File: config.mk
export PLATFORM = sky130hd
export DESIGN_NAME = loop_fetch_ctrl
export DESIGN_NICKNAME = d
export VERILOG_FILES = /design/src/rtl/loop_fetch_pkg.sv /design/src/rtl/lf_ctx_stack.sv /design/src/rtl/lf_ibuf.sv /design/src/rtl/loop_fetch_ctrl.sv
export SDC_FILE = /design/constraint.sdc
export NUM_CORES = 1
export LEC_CHECK = 0
export BUFFER_PORTS_ARGS = -buffer_cell sky130_fd_sc_hd__buf_2
export CAP_MARGIN = 25
export CORE_ASPECT_RATIO = 1.25
export CORE_UTILIZATION = 61
export DETAILED_ROUTE_END_ITERATION = 16
export PLACE_DENSITY = 0.88
export SLEW_MARGIN = 20
export SYNTH_ARGS = -nofsm -noshare
export SYNTH_HDL_FRONTEND = slang
export SYNTH_SLANG_ARGS = --single-unit
export TNS_END_PERCENT = 20
File: constraint.sdc
create_clock -name clk -period 8.9 [get_ports clk]
set_clock_uncertainty 0.15 [all_clocks]
set_input_delay 0.445 -clock clk [delete_from_list [all_inputs] [get_ports clk]]
set_output_delay 0.445 -clock clk [all_outputs]
set_load 0.01 [all_outputs]
File: src/rtl/loop_fetch_pkg.sv
package loop_fetch_pkg;
  typedef enum logic [1:0] {
    PH_IDLE   = 2'd0,
    PH_FILL   = 2'd1,
    PH_REPLAY = 2'd2
  } phase_e;
endpackage

File: src/rtl/lf_ctx_stack.sv
module lf_ctx_stack #(
  parameter int W     = 33,
  parameter int DEPTH = 4
) (
  input  logic         clk,
  input  logic         rst,
  input  logic         push_i,
  input  logic         pop_i,
  input  logic [W-1:0] din,
  output logic [W-1:0] dout,
  output logic         empty,
  output logic         ovf
);
  localparam int PW  = $clog2(DEPTH + 1);
  localparam int IXW = (DEPTH > 1) ? $clog2(DEPTH) : 1;

  logic [W-1:0]  mem [DEPTH];
  logic [PW-1:0] cnt_q;
  logic          ovf_q;
  logic          full;
  logic [PW-1:0] top_idx;

  assign full    = (cnt_q == PW'(DEPTH));
  assign empty   = (cnt_q == '0);
  assign top_idx = cnt_q - PW'(1);
  assign dout    = mem[top_idx[IXW-1:0]];
  assign ovf     = ovf_q;

  always_ff @(posedge clk) begin
    if (push_i && !full) mem[cnt_q[IXW-1:0]] <= din;
  end

  always_ff @(posedge clk) begin
    if (rst) begin
      cnt_q <= '0;
      ovf_q <= 1'b0;
    end else begin
      if (push_i && !full)      cnt_q <= cnt_q + PW'(1);
      else if (pop_i && !empty) cnt_q <= cnt_q - PW'(1);
      if (push_i && full) ovf_q <= 1'b1;
    end
  end

  AST_NO_OVERFLOW: assert property (@(posedge clk) disable iff (rst)
    cnt_q <= PW'(DEPTH));
  AST_OVF_STICKY: assert property (@(posedge clk) disable iff (rst)
    ovf_q |=> ovf_q);
  AST_FULL_DROP: assert property (@(posedge clk) disable iff (rst)
    (push_i && !pop_i && full) |=> (cnt_q == $past(cnt_q)) && ovf_q);
endmodule

File: src/rtl/lf_ibuf.sv
module lf_ibuf #(
  parameter int IW    = 32,
  parameter int DEPTH = 16
) (
  input  logic                     clk,
  input  logic                     we,
  input  logic [$clog2(DEPTH)-1:0] waddr,
  input  logic [IW-1:0]            wdata,
  input  logic [$clog2(DEPTH)-1:0] raddr,
  output logic [IW-1:0]            rdata
);
  logic [IW-1:0] mem [DEPTH];

  always_ff @(posedge clk) begin
    if (we) mem[waddr] <= wdata;
  end

  assign rdata = mem[raddr];
endmodule

File: src/rtl/loop_fetch_ctrl.sv
module loop_fetch_ctrl
  import loop_fetch_pkg::*;
#(
  parameter int AW         = 16,
  parameter int IW         = 32,
  parameter int CW         = 16,
  parameter int BUF_DEPTH  = 16,
  parameter int NEST_DEPTH = 4
) (
  input  logic          clk,
  input  logic          rst,
  input  logic          lp_start,
  input  logic [AW-1:0] lp_end,
  input  logic [CW-1:0] lp_count,
  input  logic          ctx_push,
  input  logic          ctx_pop,
  output logic          imem_req,
  output logic [AW-1:0] imem_addr,
  input  logic [IW-1:0] imem_rdata,
  output logic [IW-1:0] ir_data,
  output logic [AW-1:0] ir_addr,
  output logic          ir_vld,
  output logic          loop_active,
  output logic          nest_ovf
);
  localparam int BXW  = $clog2(BUF_DEPTH);
  localparam int CTXW = 1 + 2 * AW + CW;

  phase_e        phase_q, phase_d;
  logic [AW-1:0] pc_q, pc_d, addr_q, addr_d;
  logic [AW-1:0] rsa_q, rsa_d, rea_q, rea_d;
  logic [CW-1:0] brc_q, brc_d;
  logic          clean_q, clean_d;
  logic [IW-1:0] ir_q;
  logic [AW-1:0] ir_pc_q;
  logic          ir_vld_q;

  logic          active, at_end, fits, replay;
  logic [AW-1:0] offs, pc_lin;
  logic [IW-1:0] buf_rd, fetched;
  logic          buf_we;

  logic            ev_pop, ev_push, ev_body;
  logic            stk_push, stk_pop, stk_empty, stk_ovf;
  logic [CTXW-1:0] stk_din, stk_dout;
  logic            sd_act;
  logic [AW-1:0]   sd_rsa, sd_rea;
  logic [CW-1:0]   sd_brc;

  assign active = (phase_q != PH_IDLE);
  assign replay = (phase_q == PH_REPLAY);
  assign at_end = active && (pc_q == rea_q);
  assign offs   = pc_q - rsa_q;
  assign fits   = (rea_q - rsa_q) < AW'(BUF_DEPTH);
  assign pc_lin = pc_q + AW'(1);

  assign buf_we  = (phase_q == PH_FILL) && fits;
  assign fetched = replay ? buf_rd : imem_rdata;

  lf_ibuf #(.IW(IW), .DEPTH(BUF_DEPTH)) u_ibuf (
    .clk   (clk),
    .we    (buf_we),
    .waddr (offs[BXW-1:0]),
    .wdata (imem_rdata),
    .raddr (offs[BXW-1:0]),
    .rdata (buf_rd)
  );

  // command arbitration: start > pop > push > end-of-body
  assign ev_pop  = !lp_start && ctx_pop && !stk_empty;
  assign ev_push = !lp_start && !ev_pop && ctx_push;
  assign ev_body = !lp_start && !ev_pop && !ev_push && at_end;

  assign stk_din  = {active, rsa_q, rea_q, brc_q};
  assign stk_push = (lp_start && active) || ev_push;
  assign stk_pop  = ev_pop || (ev_body && (brc_q == '0) && !stk_empty);
  assign {sd_act, sd_rsa, sd_rea, sd_brc} = stk_dout;

  lf_ctx_stack #(.W(CTXW), .DEPTH(NEST_DEPTH)) u_stack (
    .clk    (clk),
    .rst    (rst),
    .push_i (stk_push),
    .pop_i  (stk_pop),
    .din    (stk_din),
    .dout   (stk_dout),
    .empty  (stk_empty),
    .ovf    (stk_ovf)
  );

  always_comb begin
    phase_d = phase_q;
    pc_d    = pc_lin;
    rsa_d   = rsa_q;
    rea_d   = rea_q;
    brc_d   = brc_q;
    clean_d = clean_q;
    if (lp_start) begin
      rsa_d   = pc_lin;
      rea_d   = lp_end;
      brc_d   = lp_count;
      phase_d = PH_FILL;
      clean_d = 1'b1;
    end else if (ev_pop) begin
      rsa_d   = sd_rsa;
      rea_d   = sd_rea;
      brc_d   = sd_brc;
      phase_d = sd_act ? PH_FILL : PH_IDLE;
      clean_d = 1'b0;
    end else if (ev_push) begin
      phase_d = PH_IDLE;
    end else if (ev_body) begin
      if (brc_q != '0) begin
        brc_d   = brc_q - CW'(1);
        pc_d    = rsa_q;
        phase_d = (clean_q && fits) ? PH_REPLAY : PH_FILL;
        clean_d = 1'b1;
      end else if (!stk_empty) begin
        rsa_d   = sd_rsa;
        rea_d   = sd_rea;
        brc_d   = sd_brc;
        phase_d = sd_act ? PH_FILL : PH_IDLE;
        clean_d = 1'b0;
      end else begin
        phase_d = PH_IDLE;
      end
    end
    addr_d = (phase_d == PH_REPLAY) ? addr_q : pc_d;
  end

  always_ff @(posedge clk) begin
    if (rst) begin
      phase_q  <= PH_IDLE;
      pc_q     <= '0;
      addr_q   <= '0;
      rsa_q    <= '0;
      rea_q    <= '0;
      brc_q    <= '0;
      clean_q  <= 1'b0;
      ir_q     <= '0;
      ir_pc_q  <= '0;
      ir_vld_q <= 1'b0;
    end else begin
      phase_q  <= phase_d;
      pc_q     <= pc_d;
      addr_q   <= addr_d;
      rsa_q    <= rsa_d;
      rea_q    <= rea_d;
      brc_q    <= brc_d;
      clean_q  <= clean_d;
      ir_q     <= fetched;
      ir_pc_q  <= pc_q;
      ir_vld_q <= 1'b1;
    end
  end

  assign imem_req    = !replay;
  assign imem_addr   = addr_q;
  assign ir_data     = ir_q;
  assign ir_addr     = ir_pc_q;
  assign ir_vld      = ir_vld_q;
  assign loop_active = active;
  assign nest_ovf    = stk_ovf;

  AST_ADDR_HOLD: assert property (@(posedge clk) disable iff (rst)
    (phase_q == PH_REPLAY) |-> $stable(addr_q));
  AST_REPLAY_AFTER_FILL: assert property (@(posedge clk) disable iff (rst)
    (phase_q == PH_REPLAY && $past(phase_q) != PH_REPLAY) |-> $past(phase_q) == PH_FILL);
  AST_EXIT_AT_END: assert property (@(posedge clk) disable iff (rst)
    (phase_q == PH_IDLE && $past(phase_q) != PH_IDLE && !$past(rst)
     && !$past(ctx_push) && !$past(ctx_pop)) |-> $past(pc_q) == $past(rea_q));
  AST_WRAP_TARGET: assert property (@(posedge clk) disable iff (rst)
    ($past(at_end) && $past(brc_q) != '0 && !$past(rst) && !$past(lp_start)
     && !$past(ctx_push) && !$past(ctx_pop)) |-> pc_q == $past(rsa_q));
endmodule

==> reports/qor.csv, run 1 <==
metric;value;unit
ys_top_cells_by_count;708 x edfxtp_1, 177 x mux4_2, 136 x dfxtp_1, 136 x nor2_1, 133 x a211oi_1;
viasPerCell;6.76;
syn-cell-area;0.0341;mm²
track_usage;0.304;
syn2layout_area_growth;12.8;%
dp.final_hpwl;46600;µm
outcome;finished clean;
relSlewSlack;0.270;
finalMaxSlewViolations;0;
crit_fanout;27;
startpoint;rsa_q[5];
cp-start-kind;flip-flop;
grt_first_pass_wirelength;126000;µm
drtIter0Drc;2404;
synth_cell_type_count;69;
synth_area_leaders;edfxtp_1 62%, mux4_2 12%, dfxtp_1 8.0%;
clockBufferDepth;3;
setup-violations-final;0;
postSynthCellCount;2006;
synth_edf_count;708;
ant_nets;0;
core;0.0551;mm²
arrival;5.09;ns
holdWs;0.0241;ns
irDropWorstVdd;210;µV
antenna_found_initial;1;
post-route-period-util;0.561;
initial_utilization;0.619;
layout_setup_ws;3.91;ns
clk_pin_slew;0.07;ns
io_buffers;136;
max_freq;200;MHz
finish.utilization;0.699;
syn_nets;2101;
worstReg2RegStart;rsa_q[5];
finalHoldViolCount;0;
fp-row-count;96;
fp.dieH;266;µm
holdPathStages;3;
gp_congestion;0.920;
grt_overflow;0;
power.total;10.6;mW
syn_area_per_cell;17.0;µm²
clk_latency;0.63;ns
routed_wl;84200;µm
synth_most_common_cell;edfxtp_1;
grt_pass1_vias;20700;
layout-drive-gt1-share;0.233;
num_vias;20000;
critical_path_class;flip-flop to flip-flop;
num_io_pins;137;
crit_required;9.00;ns
synth-main-ff-cell;edfxtp_1;
nets;2244;
drv_cap;0;
tightest_slew;1.10;ns
yosys_warnings;0;
cts-buffers-inserted;79;
yosysSeqAreaShare;0.703;
cts-root-buf;clkbuf_16;
fin_crit;4.99;ns
async_reset_ff_frac;0;
rr_worst_depth;11;
ys_ff_latch;844;
worstHoldStart;lp_end[12];
synth_top_area_cell;edfxtp_1;
dieArea;0.0569;mm²
drcViolationCount;0;
cts_num_sinks;844;
grt_start_max_net_pins;73;
synth_top_area_share;0.623;
cts_tree;yes;
rsz0062_at_grt;false;
wl_per_cell;28.5;µm
power_density;276;mW/mm²
nFillCells;3214;
h-tree-depth;3;
critPathCaptureType;flip-flop;
finalSetupTns;0;ns
dr.pass1.iters;8;
dpl_worst_slack;4.06;ns
ctsResizeCount;0;
hp-class;primary input to flip-flop;
die_x;214;µm
p_leak;12.9;nW
worst max-delay path, cell delays in order, from the launching register on:
cell and delay (ns):
dfxtp_1 0.43, inv_1 0.10, ha_1 0.40, a21oi_1 0.37, o21a_1 0.21, o221ai_1 0.12
nand4b_1 0.24, nand4b_1 0.26, nor4b_4 0.36, nand4_4 0.44, nor4_2 0.87, buf_4 0.65
where the power goes:
part	leakage (nW)	switching [mW]	internal (mW)
Combinational	4.10	1.48	1.06
Clock	1.26	1.46	1.93
Sequential	7.54	0.166	4.51
Total	12.9	3.11	7.51
state kept, by name, summed over array words and instances (netlist names):
register and cells:
phase_q 2, u_stack.cnt_q 3, rsa_q 16, pc_q 16
brc_q 16, u_stack.ovf 1, ir_addr 16, u_stack.mem 196
u_ibuf.mem 512, ir_data 32, clean_q 1, rea_q 16
imem_addr 16, ir_vld 1
cell usage in the layout (no fill, tap or decap), types with 54 or more instances in the layout:
cell       instances
a211oi_1         133
dfxtp_1          135
nand2_1           54
edfxtp_1         708
mux2i_1           66
buf_2            135
a21oi_1           60
nor2_1           136
mux4_2           177
clkbuf_16         84
area by class of cell:
cell class / instances / area [µm²] / area share
diodes: 1 / 2.50 / 0.0000650
well taps: 735 / 920 / 0.0239
flip-flops and latches: 844 / 24000 / 0.623
repair buffers: 189 / 1160 / 0.0302
multi-input cells: 997 / 9670 / 0.251
inverters: 38 / 143 / 0.00370
clock buffers: 119 / 2310 / 0.0601
clock inverters: 28 / 309 / 0.00802
per-stage QoR:
step | std cells | area, µm²
after floorplan | 2006 | 34100
after global placement | 2789 | 35700
after detailed placement | 2792 | 35700
after CTS | 2947 | 38500
after global routing | 2950 | 38500
final | 2951 | 38500
repair_timing:
item,in CTS,in global routing
setup endpoints to repair,0,0
buffers inserted,0,0
endpoints found under the hold margin,8,0
hold buffers,8,0
metal layers:
metal  vias up  global-route usage  share of wire
li1       8289                   -              -
met1     10100               0.362           0.34
met2      1283               0.535           0.53
met3       241              0.0504          0.081
met4         2               0.143          0.042
met5         -                   0       0.000095
cell families after synthesis:
logic type | after synthesis | synth area share
DFF | 844 | 0.703
AOI/OAI and AO/OA | 285 | 0.0572
buffers and inverters | 165 | 0.0197
and+or+nand+nor | 392 | 0.0612
xor gates and xnor gates | 48 | 0.0123
adders and majority gates | 26 | 0.00975
muxes | 246 | 0.137
final timing paths:
kind,slack [ns],to
hold reg to reg,0.36,u_stack.mem[3][44]
hold / removal,0.02,rea_q[12]
setup reg to reg,3.91,u_ibuf.mem[1][16]
setup / recovery,3.91,u_ibuf.mem[1][16]
Power figures use the tool's default switching activity.
==> run 2: changes to the inputs <==
==> constraint.sdc (replaced) <==
create_clock -name clk -period 5.18 [get_ports clk]
set_clock_uncertainty 0.15 [all_clocks]
set_input_delay 0.259 -clock clk [delete_from_list [all_inputs] [get_ports clk]]
set_output_delay 0.259 -clock clk [all_outputs]
set_load 0.01 [all_outputs]
==> run 2 against run 1 <==
Effect of this change:
- sequential share of layout area shrank 0.99 points
- largest power group unchanged
- routed wire length grew 3.4%
- clock power grew 72%
- first-iteration DRC count grew 3.6%
==> reports/qor.csv, run 2 (synthesis gave the netlist of run 1 again) <==
metric;value;unit
outcome;finished clean;
tightest_slew;1.08;ns
crit_required;5.32;ns
cts_setup_buffers;0;
clk_latency;0.65;ns
grt_start_max_net_pins;73;
final_common_cell;edfxtp_1;
gp_congestion;0.882;
register_area;0.0240;mm²
cpMostUsedCell;nand4b_1;
finalSetupTns;0;ns
clockBufferDepth;3;
fp-row-count;96;
track_usage;0.311;
worstReg2RegStart;rsa_q[5];
finalInstanceArea;0.0391;mm²
slowest_stage;nor4_2;
dr.pass1.iters;6;
ant_nets;0;
h-tree-depth;3;
initial_utilization;0.619;
nets;2313;
drtIter0Drc;2491;
cts_tree;yes;
rr_worst_depth;11;
power.total;18.3;mW
clk_pin_slew;0.06;ns
drcViolationCount;0;
dpl_worst_slack;0.936;ns
hold_end;u_stack.cnt_q[2];
max_stage_delay;0.64;ns
cts_num_sinks;844;
num_vias;20300;
p_leak;13.2;nW
cts-buffers-inserted;77;
multi_input_area;0.00968;mm²
worstHoldStart;ctx_pop;
reg2reg_to;u_ibuf.mem[7][11];
routed_wl;87000;µm
holdPathStages;5;
relSlewSlack;0.283;
dp.final_hpwl;49100;µm
place_inst;2809;
rrSetupSlack;0.67;ns
arrival;4.66;ns
finalMaxSlewViolations;0;
irDropWorstVdd;364;µV
layout-drive-gt1-share;0.236;
syn2layout_area_growth;14.7;%
antenna_found_initial;1;
io_buffers;136;
max_freq;222;MHz
largest_register_ffs;512;
post-route-period-util;0.871;
cp-start-kind;flip-flop;
wl_per_cell;28.8;µm
holdWs;0.0560;ns
finish.utilization;0.710;
regMostFlops;u_ibuf.mem;
finalHoldViolCount;0;
setup-violations-final;0;
num_io_pins;137;
final_cell_mix;708 x edfxtp_1, 177 x mux4_2, 136 x nor2_1;
hp-class;primary input to flip-flop;
critical_path_class;flip-flop to flip-flop;
grt_first_pass_wirelength;128000;µm
power_density;469;mW/mm²
layout_setup_ws;0.668;ns
rsz0062_at_grt;false;
die_x;214;µm
nFillCells;3128;
fin_crit;4.51;ns
core;0.0551;mm²
grt_pass1_vias;20900;
fp.dieH;266;µm
critPathCaptureType;flip-flop;
layout.cells.non_filler;3017;
cts-root-buf;clkbuf_16;
grt_overflow;0;
placed_area;0.0359;mm²
crit_fanout;17;
dieArea;0.0569;mm²
viasPerCell;6.73;
drv_cap;0;
worstPathCellList;inv_1 -> ha_1 -> a21oi_1 -> o21a_1 -> o221ai_1 -> nand4b_1 -> nand4b_1 -> nor4b_4 -> nand4_4 -> nor4_2 -> buf_4;
-- run 2: critical path: cells and delay by family, from the launching register on --
family	cells	cell delay, ns
AOI/OAI and AO/OA	3	0.74
adders and majority gates	1	0.40
buffers and inverters	2	0.51
DFF	1	0.42
and+or+nand+nor	5	1.94
-- run 2: layout make-up --
type,count,share of cell area
diodes,2,0.000128
clock buffers,100,0.0556
clock inverters,41,0.0106
inverters,38,0.00364
multi-input cells,997,0.247
flip-flops and latches,844,0.613
well taps,735,0.0235
repair buffers,260,0.0463
-- run 2: worst max path at each step --
stage / slack [ns] / endpoint / from
floorplan: -1.06 / u_ibuf.mem[4][0] / rsa_q[5]
global route: 0.41 / u_ibuf.mem[7][11] / rsa_q[5]
global placement: 1.08 / ir_data[8] / rsa_q[0]
CTS: 0.75 / u_ibuf.mem[7][11] / rsa_q[0]
finish: 0.67 / u_ibuf.mem[7][11] / rsa_q[5]
detailed placement: 0.94 / u_ibuf.mem[7][9] / rsa_q[5]
-- run 2: routing by layer --
metal | global-route usage | part of all wire
met5 | 0 | 0
met3 | 0.0538 | 0.085
met1 | 0.364 | 0.33
met2 | 0.546 | 0.53
met4 | 0.165 | 0.050
-- run 2: power breakdown --
part | internal, mW | leakage (nW) | switching, mW | total, mW
combinational | 1.87 | 4.40 | 2.62 | 4.49
clock | 3.25 | 1.25 | 2.57 | 5.82
sequential | 7.75 | 7.54 | 0.279 | 8.03
-- run 2: repair_timing --
item	in CTS	in global routing
hold endpoints to repair	568	0
hold buffers	64	0
resized for setup	0	0
